===== config.mk =====
export PLATFORM = sky130hd
export DESIGN_NAME = lcd_raster_timer
export DESIGN_NICKNAME = d
export VERILOG_FILES = /design/src/rtl/lcd_timing_pkg.sv /design/src/rtl/lcd_pix_divider.sv /design/src/rtl/lcd_axis_counter.sv /design/src/rtl/lcd_acbias.sv /design/src/rtl/lcd_raster_timer.sv
export SDC_FILE = /design/constraint.sdc
export NUM_CORES = 1
export LEC_CHECK = 0
export BUFFER_PORTS_ARGS = -buffer_cell sky130_fd_sc_hd__clkbuf_2
export CAP_MARGIN = 10
export CELL_PAD_IN_SITES_DETAIL_PLACEMENT = 1
export CELL_PAD_IN_SITES_GLOBAL_PLACEMENT = 1
export CORE_MARGIN = 8
export CORE_UTILIZATION = 47
export CTS_CLUSTER_SIZE = 12
export DETAILED_ROUTE_END_ITERATION = 10
export PLACE_DENSITY_LB_ADDON = 0.15
export SLEW_MARGIN = 40
export SYNTH_ARGS = -nofsm -noshare
export SYNTH_HDL_FRONTEND = slang
export SYNTH_HIERARCHICAL = 1
export SYNTH_SLANG_ARGS = --single-unit
export TNS_END_PERCENT = 1

===== constraint.sdc =====
create_clock -name clk -period 15.2 [get_ports clk]
set_input_delay 0 -clock clk [delete_from_list [all_inputs] [get_ports clk]]
set_output_delay 0 -clock clk [all_outputs]
set_load 0.1 [all_outputs]

===== src/rtl/lcd_timing_pkg.sv =====
package lcd_timing_pkg;

  localparam int LEN_W = 12;

  // Layout shared by the horizontal and vertical timing words
  typedef struct packed {
    logic [7:0] back;
    logic [7:0] front;
    logic [5:0] sync;
    logic [9:0] size;
  } axis_word_t;

  typedef struct packed {
    logic [5:0] unused_hi;
    logic [1:0] unused_sync;
    logic       unused_b23;
    logic       inv_pix;
    logic       inv_line;
    logic       inv_frame;
    logic [3:0] acb_count;
    logic [7:0] acb_period;
    logic [7:0] unused_lo;
  } t2_word_t;

  function automatic logic [LEN_W-1:0] len_sync(input logic [5:0] f);
    return LEN_W'(f) + LEN_W'(1);
  endfunction

  function automatic logic [LEN_W-1:0] len_porch(input logic [7:0] f);
    return LEN_W'(f) + LEN_W'(1);
  endfunction

  function automatic logic [LEN_W-1:0] len_hact(input logic [5:0] code);
    return LEN_W'({code, 4'b0000}) + LEN_W'(16);
  endfunction

  function automatic logic [LEN_W-1:0] len_vact(input logic [9:0] f);
    return LEN_W'(f) + LEN_W'(1);
  endfunction

endpackage


===== src/rtl/lcd_pix_divider.sv =====
module lcd_pix_divider #(
  parameter int DIV_W = 8
) (
  input  logic             clk,
  input  logic             rst,
  input  logic             run,
  input  logic [DIV_W-1:0] div,
  output logic             tick,
  output logic             phase_hi
);
  logic [DIV_W-1:0] cnt;
  logic [DIV_W-1:0] deff;

  assign deff     = (div == '0) ? DIV_W'(1) : div;
  assign tick     = run && (cnt == deff - DIV_W'(1));
  assign phase_hi = (cnt >= (deff >> 1));

  always_ff @(posedge clk) begin
    if (rst || !run)  cnt <= '0;
    else if (tick)    cnt <= '0;
    else              cnt <= cnt + DIV_W'(1);
  end

  // with a divisor above one, two ticks never come back to back
  p_tick_spacing_r2: assert property (@(posedge clk) disable iff (rst)
    (tick && deff > DIV_W'(1) && $stable(div)) |=> !tick);

endmodule


===== src/rtl/lcd_axis_counter.sv =====
module lcd_axis_counter #(
  parameter int CNT_W = 12
) (
  input  logic             clk,
  input  logic             rst,
  input  logic             run,
  input  logic             step,
  input  logic [CNT_W-1:0] sync_len,
  input  logic [CNT_W-1:0] bp_len,
  input  logic [CNT_W-1:0] act_len,
  input  logic [CNT_W-1:0] fp_len,
  output logic             wrap,
  output logic             in_sync,
  output logic             in_active
);
  localparam int SUM_W = CNT_W + 2;

  logic [SUM_W-1:0] cnt;
  logic [SUM_W-1:0] act_beg, act_end, last;

  assign act_beg   = SUM_W'(sync_len) + SUM_W'(bp_len);
  assign act_end   = act_beg + SUM_W'(act_len);
  assign last      = act_end + SUM_W'(fp_len) - SUM_W'(1);
  assign wrap      = step && (cnt >= last);
  assign in_sync   = (cnt < SUM_W'(sync_len));
  assign in_active = (cnt >= act_beg) && (cnt < act_end);

  always_ff @(posedge clk) begin
    if (rst || !run)  cnt <= '0;
    else if (wrap)    cnt <= '0;
    else if (step)    cnt <= cnt + SUM_W'(1);
  end

  // a step that does not wrap advances the position by exactly one
  p_step_advance_r3: assert property (@(posedge clk) disable iff (rst)
    (run && step && !wrap) |=> (cnt == $past(cnt) + SUM_W'(1)));

  // a wrap or a stop brings the counter back to its first phase
  p_wrap_restart_r11: assert property (@(posedge clk) disable iff (rst)
    (wrap || !run) |=> in_sync);

endmodule


===== src/rtl/lcd_acbias.sv =====
module lcd_acbias #(
  parameter int PER_W = 8,
  parameter int NUM_W = 4
) (
  input  logic             clk,
  input  logic             rst,
  input  logic             run,
  input  logic             line_end,
  input  logic [PER_W-1:0] period,
  input  logic [NUM_W-1:0] trans_n,
  output logic             ac_level,
  output logic             ac_irq
);
  logic [PER_W-1:0] line_cnt;
  logic [NUM_W-1:0] tr_cnt;
  logic             flip;

  assign flip = line_end && (line_cnt == period);

  always_ff @(posedge clk) begin
    if (rst || !run) begin
      line_cnt <= '0;
      tr_cnt   <= '0;
      ac_level <= 1'b0;
      ac_irq   <= 1'b0;
    end else begin
      ac_irq <= 1'b0;
      if (line_end) begin
        if (flip) begin
          line_cnt <= '0;
          ac_level <= ~ac_level;
          if (trans_n != '0) begin
            if (tr_cnt == trans_n - NUM_W'(1)) begin
              tr_cnt <= '0;
              ac_irq <= 1'b1;
            end else begin
              tr_cnt <= tr_cnt + NUM_W'(1);
            end
          end
        end else begin
          line_cnt <= line_cnt + PER_W'(1);
        end
      end
    end
  end

  // an interrupt strobe always coincides with a level toggle
  p_irq_on_toggle_r9: assert property (@(posedge clk) disable iff (rst)
    ac_irq |-> (ac_level != $past(ac_level)));

  // the level only moves at a line end
  p_toggle_at_line_end_r8: assert property (@(posedge clk) disable iff (rst)
    (run && !line_end) |=> $stable(ac_level));

endmodule


===== src/rtl/lcd_raster_timer.sv =====
module lcd_raster_timer
  import lcd_timing_pkg::*;
#(
  parameter int DIV_W = 8,
  parameter int CNT_W = LEN_W
) (
  input  logic        clk,
  input  logic        rst,
  input  logic [31:0] ctrl_word,
  input  logic [31:0] raster_word,
  input  logic [31:0] htiming,
  input  logic [31:0] vtiming,
  input  logic [31:0] timing2,
  output logic        pix_clk,
  output logic        hsync,
  output logic        vsync,
  output logic        de,
  output logic        pix_req,
  output logic        ac_bias,
  output logic        ac_irq
);
  axis_word_t hw, vw;
  t2_word_t   t2;
  logic       en, tft;
  logic       tick, phase_hi;
  logic       h_wrap, h_sync, h_act;
  logic       v_wrap, v_sync, v_act;
  logic       ac_lvl, ac_pulse;

  assign hw  = axis_word_t'(htiming);
  assign vw  = axis_word_t'(vtiming);
  assign t2  = t2_word_t'(timing2);
  assign en  = raster_word[0];
  assign tft = raster_word[7];

  lcd_pix_divider #(.DIV_W(DIV_W)) u_div (
    .clk(clk), .rst(rst), .run(en),
    .div(ctrl_word[8 +: DIV_W]),
    .tick(tick), .phase_hi(phase_hi)
  );

  lcd_axis_counter #(.CNT_W(CNT_W)) u_hcnt (
    .clk(clk), .rst(rst), .run(en), .step(tick),
    .sync_len(CNT_W'(len_sync(hw.sync))),
    .bp_len(CNT_W'(len_porch(hw.back))),
    .act_len(CNT_W'(len_hact(hw.size[9:4]))),
    .fp_len(CNT_W'(len_porch(hw.front))),
    .wrap(h_wrap), .in_sync(h_sync), .in_active(h_act)
  );

  lcd_axis_counter #(.CNT_W(CNT_W)) u_vcnt (
    .clk(clk), .rst(rst), .run(en), .step(h_wrap),
    .sync_len(CNT_W'(len_sync(vw.sync))),
    .bp_len(CNT_W'(len_porch(vw.back))),
    .act_len(CNT_W'(len_vact(vw.size))),
    .fp_len(CNT_W'(len_porch(vw.front))),
    .wrap(v_wrap), .in_sync(v_sync), .in_active(v_act)
  );

  lcd_acbias #(.PER_W(8), .NUM_W(4)) u_acb (
    .clk(clk), .rst(rst), .run(en && !tft), .line_end(h_wrap),
    .period(t2.acb_period), .trans_n(t2.acb_count),
    .ac_level(ac_lvl), .ac_irq(ac_pulse)
  );

  always_ff @(posedge clk) begin
    if (rst || !en) begin
      pix_clk <= t2.inv_pix;
      hsync   <= t2.inv_line;
      vsync   <= t2.inv_frame;
      de      <= 1'b0;
      pix_req <= 1'b0;
    end else begin
      pix_clk <= phase_hi ^ t2.inv_pix;
      hsync   <= h_sync ^ t2.inv_line;
      vsync   <= v_sync ^ t2.inv_frame;
      de      <= tft && h_act && v_act;
      pix_req <= tick && h_act && v_act;
    end
  end

  assign ac_bias = ac_lvl;
  assign ac_irq  = ac_pulse;

  // data-enable needs active-matrix mode on the previous edge
  p_de_needs_tft_r6: assert property (@(posedge clk) disable iff (rst)
    de |-> $past(tft));

  // every pixel request comes from a pixel-period boundary
  p_req_on_tick_r7: assert property (@(posedge clk) disable iff (rst)
    pix_req |-> $past(tick));

  // a cleared enable leaves no strobes behind
  p_idle_when_off_r1: assert property (@(posedge clk) disable iff (rst)
    !en |=> (!de && !pix_req && !ac_irq && !ac_bias));

  // active-matrix mode keeps the AC-bias output low
  p_no_acb_in_tft_r8: assert property (@(posedge clk) disable iff (rst)
    tft |=> !ac_bias);

endmodule


# --- After elaboration in Yosys (flattened, before gate mapping) ---
# Cells that the tools add are included.
# Widths: inputs -> output; s select.
op_classes:
  add_sub_neg: 23
  order_cmp: 9
  eq_ne: 3
  n_mux: 7
  bitwise_logic: 7
  n_reduce_logical: 24
op_table:
  columns: ["operator", "n"]
  rows:
  - ["$ge 14x14->1", 4]
  - ["$add 8x1->9 const B", 4]
  - ["$add 14x1->14 const B", 2]
  - ["$add 14x11->14", 2]
  - ["$add 14x9->14", 2]
  - ["$lt 14x14->1", 2]
  - ["$lt 14x7->1", 2]
  - ["$sub 14x1->14 const B", 2]
  - ["$add 7x9->10", 2]
  - ["$add 8x1->8 const B", 2]
  - ["$eq 8x8->1", 2]
  - ["$mux 8", 2]
  - ["$add 6x1->7 const B", 2]
  - ["$add 10x1->11 const B", 1]
  - ["$add 10x5->11 const B", 1]
  - ["$logic_and 1x1->1", 11]
  - ["$ge 8x7->1", 1]
  - ["$logic_not 8->1", 1]
  - ["$sub 8x1->8 const B", 1]
  - ["$reduce_or 2->1", 3]
  - ["$add 4x1->4 const B", 1]
  - ["$eq 4x4->1", 1]
  - ["$mux 1", 4]
  - ["$mux 4", 1]
  - ["9 further kinds", 17]
totals:
  ff_bits: 55
  inputBits: 162
  output_inout_bits: 7

# --- Logic depth before layout (Yosys ltp) ---
# Gate-level depths: netlist of the first run.
logic_depth:
  ltp_word: 10
  ltp_mapped: 37
  ltp_nobuf: 36

# --- Modules after synthesis ---
# Netlist of the first run, hierarchy kept.
by_module_without_submodules:
  columns: ["module", "n_inst", "cells_per_inst", "area_each_um2", "seq_area_each_um2"]
  rows:
  - ["lcd_axis_counter at u_vcnt", 1, 465, 3616.0, 280.3]
  - ["lcd_axis_counter at u_hcnt", 1, 446, 3513.4, 280.3]
  - ["lcd_raster_timer", 1, 142, 1047.3, 100.1]
  - ["lcd_acbias", 1, 91, 824.5, 280.3]
  - ["lcd_pix_divider", 1, 91, 799.5, 160.2]

# --- Worst setup path before layout of the first run ---
# OpenSTA, ideal clock, no wires.
synth_path:
  path_type: "input-to-reg"
  from: "in htiming[10]"
  to: "reg u_acb.tr_cnt[3]"
  arrival_time_ps: 6126
  setup_slack_ps: 9004
  path_stages: 31
  path_buffers: 0
  cell_sequence: "ha_1 xor2_1 ha_1 nor2b_4 o31ai_2 inv_1 o21ai_0 nand2b_1 xor2_1 ha_1 or2_1 o31a_1 a41oi_1 xor2_1 xor2_1 ha_1 nand3_1 nand2_1 a41o_1 o41ai_1 xor2_1 ha_1 nand2_1 nor2_1 o2111ai_1 a21o_1 a31oi_1 and4_2 nand4_4 or4b_1 a21oi_1"
synth_between:
  elab_chain_cells: 9
synth_rtl:
  columns: ["element", "line_no", "rtl"]
  rows:
  - ["from (decl)", "lcd_raster_timer.sv:11", "input logic [31:0] htiming,"]
  - ["$add 6x1->7 *", "lcd_timing_pkg.sv:26", "return LEN_W'(f) + LEN_W'(1);"]
  - ["$add 7x9->10 *", "lcd_axis_counter.sv:21", "assign act_beg = SUM_W'(sync_len) + SUM_W'(bp_len);"]
  - ["$add 14x11->14 *", "lcd_axis_counter.sv:22", "assign act_end = act_beg + SUM_W'(act_len);"]
  - ["$add 14x9->14 *", "lcd_axis_counter.sv:23", "assign last = act_end + SUM_W'(fp_len) - SUM_W'(1);"]
  - ["$sub 14x1->14 *", "lcd_axis_counter.sv:23", null]
  - ["$ge 14x14->1 *", "lcd_axis_counter.sv:24", "assign wrap = step && (cnt >= last);"]
  - ["$logic_and 1x1->1 *", "lcd_axis_counter.sv:24", null]
  - ["named net h_wrap", "lcd_raster_timer.sv:26", "logic h_wrap, h_sync, h_act;"]
  - ["$logic_and 1x1->1", "lcd_acbias.sv:18", "assign flip = line_end && (line_cnt == period);"]
  - ["$reduce_and 3->1 (no line) *", null, null]
  - ["to (signal assigned)", "lcd_acbias.sv:37", "tr_cnt <= tr_cnt + NUM_W'(1);"]
  - ["to (decl)", "lcd_acbias.sv:15", "logic [NUM_W-1:0] tr_cnt;"]
# The timed path passes the listed nets; every way through them passes the cells marked *.
# A chain may end at the register's enable or synchronous reset.

# --- Final worst setup path of the first run ---
layout_path:
  from: "in htiming[24]"
  to: "reg u_acb.tr_cnt[3]"
layout_between:
  elab_chain_cells: 9
layout_rtl:
  columns: ["element", "line_no", "rtl"]
  rows:
  - ["$add 8x1->9 *", "lcd_timing_pkg.sv:30", "return LEN_W'(f) + LEN_W'(1);"]
  - ["$add 7x9->10 *", "lcd_axis_counter.sv:21", null]
  - ["$add 14x11->14 *", "lcd_axis_counter.sv:22", null]
  - ["$add 14x9->14 *", "lcd_axis_counter.sv:23", null]
  - ["$sub 14x1->14 *", "lcd_axis_counter.sv:23", null]
  - ["$ge 14x14->1 *", "lcd_axis_counter.sv:24", null]
  - ["$logic_and 1x1->1 *", "lcd_axis_counter.sv:24", null]
  - ["named net h_wrap", "lcd_raster_timer.sv:26", null]
  - ["$logic_and 1x1->1", "lcd_acbias.sv:18", null]
  - ["$reduce_and 3->1 (no line) *", null, null]
# Marks and branches as above.

==> results of run 1 <==
## through the flow
stage          instances  util (%)  power, mW  area [um^2]  worst slack, ps
2_1_floorplan       1278         -      0.977         9960             9000
6_report            1651      52.7       1.34        10900             8340
5_1_grt             1651      52.7       1.50        10900             7860
3_5_place_dp        1640      51.8       1.21        10700             8030
4_1_cts             1651      52.7       1.35        10900             8350
3_3_place_gp        1640      51.8       1.16        10700             8090
## flip-flops by register name, indices dropped and copies added, names as in the netlist
signal and cells:
pix_clk 1, u_acb/ac_irq 1, u_acb/tr_cnt 4, u_vcnt/cnt 14, u_acb/line_cnt 8, pix_req 1
u_hcnt/cnt 14, vsync 1, de 1, u_div/cnt 8, u_acb/ac_level 1, hsync 1
## critical path, delay by kind of cell
| family | cells | cell delay (ps) |
|---|---|---|
| and+or+nand+nor | 10 | 1920 |
| xor gates and xnor gates | 5 | 1010 |
| buffers and inverters | 3 | 470 |
| AOI/OAI and AO/OA | 10 | 2230 |
| adders and majority gates | 5 | 1480 |
## area by class of cell
cell class	instances	area share [%]
Clock buffer	5	1.14
Clock inverter	3	0.252
Inverter	159	5.46
Tap cell	275	3.15
Timing Repair Buffer	97	4.60
Sequential cell	55	10.1
Multi-Input combinational cell	1057	75.3
## worst paths after layout
kind,start,to,slack [ps],cells past startpoint
worst max register to register,u_div/cnt[2],u_acb/tr_cnt[3],11100,12
worst max-delay path,htiming[24],u_acb/tr_cnt[3],8340,33
worst min-delay path,raster_word[7],de,30,2
worst min register to register,u_acb/tr_cnt[1],u_acb/tr_cnt[1],510,2
## report_power, final
group	switching [mW]	internal [mW]	total (mW)
logic	0.604	0.464	1.07
registers	0.000598	0.145	0.145
clock network	0.0630	0.0632	0.126
## per-layer routing
metal / up-vias / wire [um]
met5: - / 0
met4: 0 / 199
met3: 12 / 628
met2: 93 / 11700
met1: 4205 / 12600
li1: 4591 / -
==> results.yml, run 1 <==
cells_and_area:
  final_cell_mix: "208 x ha_1, 158 x inv_1, 94 x xnor2_1"
  drive_gt1_share_pct: 10.8
  diodes: 0
  layout_commonest_cell: "ha_1"
  finalNetCount: 1751
  fill_cells: 2663
  area_delta_synth_final_pct: 11.6
  multiInputGateArea_mm2: 0.00823
  register_area_mm2: 0.00110
die:
  coreArea_mm2: 0.0208
  die-area_mm2: 0.0257
  fp.dieH_um: 160
  start_util_pct: 47.2
  fp.dieW_um: 160
  num_io_pins: 169
  row_count: 53
worst_setup_path:
  slowest_delay_ps: 520
  crit_arrival_ps: 7110
  end_kind: "flop"
  crit_slowest_cell: "or4b_1"
  worst_setup_path_start_kind: "input pin"
  crit_required_ps: 15450
  critical_path_class: "in2reg"
  path_max_fanout: 16
timing:
  drv_slew: 0
  hold_viol: 0
  setup_viol: 0
  fin_crit_sh_pct: 45.2
  fin_skew_ps: 10.9
  relSlewSlack_pct: 57.2
  tns_ps: 0
  tightestPinTransition_ps: 642
  rsz0062_at_grt: "no"
  layout_min_cycle_time_ps: 6860
  fin_hold_ws_ps: 29.4
  max_freq_ghz: 0.146
yosys:
  ys.warnings.count: 6
  syn_inst: 1234
  synthesis.area_mm2: 0.00980
  synth_area_per_cell_um2: 7.94
grt:
  grt-ovfl-total: 0
  antenna_found_initial: 0
  grt_pass1_wl_um: 42700
  groute.usage.overall_pct: 19.4
  use_met3_pct: 2.00
  grt_max_degree: 20
  gr-usage-met2_pct: 34.0
  grt_pass1_vias: 9341
  grt-busiest-layer: "met2"
  met1_usage_pct: 25.4
routing:
  drtAntennaViolNets: 0
  drt-vias-per-instance: 5.39
  drc_errors: 0
  dr.pass1.iters: 4
  vias: 8901
  routed_wl_um: 25100
  avgRoutedWirePerCell_um: 15.2
  drtIter0Drc: 217
clock_tree:
  cts_resized: 0
  h-tree-depth: 2
  clock_latency_ps: 310
  cts-root-buf: "clkbuf_16"
  cts_num_sinks: 55
  holdBufCountCts: 3
  clkTransAtPathRegs_ps: 80
  post_cts_buffers: 0
  cts_made_buffers: 5
  cts_tree: "yes"
  clockBufferDepth: 2
placement:
  hpwl_um: 21800
  port_buffers: 93
  place_congestion: 0.800
pwr:
  irDropWorstVdd_mv: 0.0566
  p_leak_nw: 5.48
  p_per_area_mw_per_mm2: 122
job:
  drv_cap: 0
min_path:
  hold_class: "in2reg"
outcome:
  outcome: "finished, final reports clean"
(Power assumes the default switching activity.)
==> run 2: changes to the inputs <==
Settings changed: CORE_UTILIZATION 47 to 43.
Clock period 15.2 ns to 6.6 ns, I/O delays scaled along.
==> results.yml, run 2 (same netlist as run 1, synthesis figures left out) <==
placement:
  port_buffers: 93
  dp_cells: 1681
  place_congestion: 0.821
  pre_cts_slack_ps: 29.6
  hpwl_um: 22100
die:
  start_util_pct: 43.5
  row_count: 55
  die-area_mm2: 0.0279
  fp.dieH_um: 167
  coreArea_mm2: 0.0225
  num_io_pins: 169
  fp.dieW_um: 167
cells_and_area:
  area_delta_synth_final_pct: 14.8
  drive_gt1_share_pct: 13.4
  final_cell_mix: "208 x ha_1, 158 x inv_1, 93 x clkbuf_2"
  register_area_mm2: 0.00110
  finalNetCount: 1782
  fin_util_pct: 50.0
  layout_commonest_cell: "ha_1"
  multiInputGateArea_mm2: 0.00831
  top_regs: "u_hcnt/cnt: 14 flops, u_vcnt/cnt: 14 flops"
  diodes: 0
  final_cells: 1692
  fill_cells: 2851
grt:
  gr-usage-met2_pct: 30.1
  grt_max_degree: 20
  use_met3_pct: 1.44
  met1_usage_pct: 24.6
  grt_pass1_wl_um: 42800
  grt-ovfl-total: 0
  grt_pass1_vias: 9096
  antenna_found_initial: 0
  groute.usage.overall_pct: 17.9
  grt-busiest-layer: "met2"
routing:
  drt-vias-per-instance: 5.28
  drtIter0Drc: 317
  drtAntennaViolNets: 0
  vias: 8941
  drc_errors: 0
  routed_wl_um: 25300
  avgRoutedWirePerCell_um: 14.9
  dr.pass1.iters: 4
pwr:
  p_per_area_mw_per_mm2: 287
  p_leak_nw: 5.66
  irDropWorstVdd_mv: 0.148
worst_setup_path:
  critical_path_class: "in2reg"
  r2r_cells: 15
  path_max_fanout: 14
  crit_required_ps: 6780
  end_kind: "flop"
  worst_setup_path_start_kind: "input pin"
  crit_slowest_cell: "fa_1"
  slowest_delay_ps: 460
  crit_arrival_ps: 6330
clock_tree:
  cts_tree: "yes"
  clock_latency_ps: 310
  h-tree-depth: 2
  clockBufferDepth: 2
  cts-root-buf: "clkbuf_16"
  clkTransAtPathRegs_ps: 80
  cts_num_sinks: 55
  cts_made_buffers: 5
timing:
  relSlewSlack_pct: 57.2
  tightestPinTransition_ps: 641
  tns_ps: 0
  max_freq_ghz: 0.162
  drv_slew: 0
  setup_viol: 0
  hold_viol: 0
  fin_crit_sh_pct: 93.3
  fin_skew_ps: 9.04
  layout_min_cycle_time_ps: 6160
  fin_hold_ws_ps: 19.3
  worst_slack_ps: 445
outcome:
  outcome: "finished, final reports clean"
min_path:
  hold_class: "in2reg"
  min_path_cells: 2
job:
  drv_cap: 0
==> run 2: cell count changes in the layout (fill, tap and decap cells not counted), sizes merged <==
cell,change
buf,+31
inv,-1
clkinv,+1
==> run 2: cell type report <==
class / instances / share of cell area, %
clock buffers: 5 / 1.11
clock inverters: 3 / 0.245
inverters: 159 / 5.31
multi-input cells: 1057 / 73.8
flip-flops and latches: 55 / 9.79
well taps: 285 / 3.17
repair buffers: 128 / 6.54
==> run 2: power by group <==
group          internal, mW  total [mW]  leakage [nW]  switching, mW
sequential            0.334       0.335         0.444        0.00174
clock                 0.145       0.286        0.0719          0.141
combinational          1.16        2.61          5.14           1.45
==> run 2: path summary, 6_finish.rpt <==
kind | to | startpoint | slack (ps)
worst min register to register | u_acb/tr_cnt[3] | u_acb/tr_cnt[3] | 500
worst min-delay path | de | raster_word[7] | 20
worst max-delay path | u_vcnt/cnt[8] | vtiming[10] | 440
worst max register to register | u_vcnt/cnt[13] | u_div/cnt[2] | 2710
==> run 2: layer usage <==
layer | vias up | share of wire (%)
li1 | 4665 | -
met1 | 4173 | 51
met3 | 11 | 2.5
met5 | - | 0
met4 | 0 | 0.94
met2 | 92 | 45
==> run 2: what timing repair did <==
item | CTS | global route
hold buffers | 3 | 0
setup endpoints to repair | 0 | 20
buffers inserted | 0 | 0
endpoints found under the hold margin | 3 | 0
gates resized for setup | 0 | 11
==> run 2: critical path, delay by kind of cell <==
kind / cells / cell delay [ps]
compound gates: 14 / 2420
xor+xnor: 5 / 900
fa+ha+maj: 5 / 1760
buf+inv: 3 / 340
simple gates: 6 / 870
==> run 2: stage by stage <==
step                cell area [um^2]  power (mW)
floorplan                       9960        2.25
global placement               11000        2.81
detailed placement             11000        2.90
CTS                            11200        3.21
global route                   11200        3.61
finish                         11200        3.23
==> run 3: changes to the inputs <==
Settings changed: RECOVER_POWER set to 100.
==> results.yml, run 3 (same netlist as run 1, synthesis figures left out) <==
timing:
  max_freq_ghz: 0.162
  hold_viol: 0
  layout_min_cycle_time_ps: 6150
  setup_viol: 0
  drv_slew: 0
  relSlewSlack_pct: 2.85
  fin_crit_sh_pct: 93.3
  tightestPinTransition_ps: 1440
  worst_slack_ps: 445
  fin_skew_ps: 9.32
worst_setup_path:
  crit_required_ps: 6780
  path_max_fanout: 14
  crit_slowest_cell: "fa_1"
  end_kind: "flop"
  slowest_delay_ps: 460
  critical_path_buf_inv_count: 3
  critical_path_class: "in2reg"
  cpLargestDelayFamily: "compound AO/OA/AOI/OAI gates"
  worst_setup_path_start_kind: "input pin"
  crit_arrival_ps: 6330
cells_and_area:
  final_cells: 1692
  layout_commonest_cell: "ha_1"
  design_area_mm2: 0.0112
  area_delta_synth_final_pct: 14.4
  drive_gt1_share_pct: 12.5
  finalNetCount: 1782
  top_regs: "u_hcnt/cnt: 14 flops, u_vcnt/cnt: 14 flops"
  diodes: 0
  final_cell_mix: "208 x ha_1, 158 x inv_1, 91 x xnor2_1"
  fin_util_pct: 49.8
clock_tree:
  cts_num_sinks: 55
  clockBufferDepth: 2
  cts_tree: "yes"
  post_cts_buffers: 0
  h-tree-depth: 2
  cts-root-buf: "clkbuf_16"
  clock_latency_ps: 310
  cts_made_buffers: 5
  clkTransAtPathRegs_ps: 80
pwr:
  irDropWorstVdd_mv: 0.148
  p_per_area_mw_per_mm2: 288
  finalPower_mw: 3.23
  p_leak_nw: 5.62
placement:
  dp_cells: 1681
  hpwl_um: 22100
  dpl_cell_area_mm2: 0.0110
  pre_cts_slack_ps: 29.6
  port_buffers: 93
  place_congestion: 0.821
die:
  coreArea_mm2: 0.0225
  num_io_pins: 169
  die-area_mm2: 0.0279
  fp.dieH_um: 167
  start_util_pct: 43.5
  fp.dieW_um: 167
  row_count: 55
routing:
  drc_errors: 0
  drtIter0Drc: 309
  drtAntennaViolNets: 0
  routed_wl_um: 25300
  dr.pass1.iters: 4
  vias: 8933
  avgRoutedWirePerCell_um: 15.0
  drt-vias-per-instance: 5.28
grt:
  grt_max_degree: 20
  groute.usage.overall_pct: 17.9
  grt_pass1_wl_um: 42800
  grt_pass1_vias: 9096
  grt-ovfl-total: 0
  antenna_found_initial: 0
min_path:
  hold_class: "in2reg"
outcome:
  outcome: "finished, final reports clean"
job:
  drv_cap: 0
-- run 3: changes by cell type in the layout (fill, tap and decap cells not counted), moves of 2 or more --
cell      change
nor4_1        +2
clkbuf_2      -9
clkbuf_1     +10
buf_4         -2
-- run 3: layout make-up --
type                            instances  area, um^2
Fill cell                            2860       11300
Multi-Input combinational cell       1057        8280
Sequential cell                        55        1100
Timing Repair Buffer                  128         721
Inverter                              159         597
Tap cell                              285         357
Clock buffer                            5         125
Clock inverter                          3        27.5
-- run 3: path summary, 6_finish.rpt --
| path | from | to | slack (ps) | cells after the start |
|---|---|---|---|---|
| setup / recovery | vtiming[10] | u_vcnt/cnt[8] | 450 | 33 |
| hold / removal | raster_word[7] | de | 30 | 2 |
| setup reg to reg | u_div/cnt[2] | u_vcnt/cnt[13] | 1900 | 15 |
| hold reg to reg | u_acb/tr_cnt[3] | u_acb/tr_cnt[3] | 500 | 2 |
-- run 3: timing repair --
item                       CTS  global route
setup endpoints to repair    0            20
hold endpoints to repair     3             0
hold buffers                 3             0
resized for setup            0            11
-- run 3: power by group --
group          total (mW)  switching (mW)  internal, mW  leakage, nW
registers           0.335         0.00169         0.334        0.444
clock network       0.286           0.141         0.145       0.0719
logic                2.61            1.45          1.16         5.10
total                3.23            1.59          1.64         5.62
-- run 3: metrics by stage --
stage               setup TNS (ps)  hold slack (ps)
floorplan                        0             96.9
global placement                 0              201
detailed placement               0              203
CTS                              0             8.39
global route                 -13.6             12.7
finish                           0             25.1
-- run 3: routing by layer --
metal  global-route usage [%]  part of all wire, %  vias up  routed length (um)
met1                     24.6                   52     4168               13100
met2                     30.1                   45       84               11400
met3                     1.44                  2.3       11                 577
met5                        0                    0        -                   0
li1                         -                    -     4670                   -
met4                     3.45                 0.94        0                 238
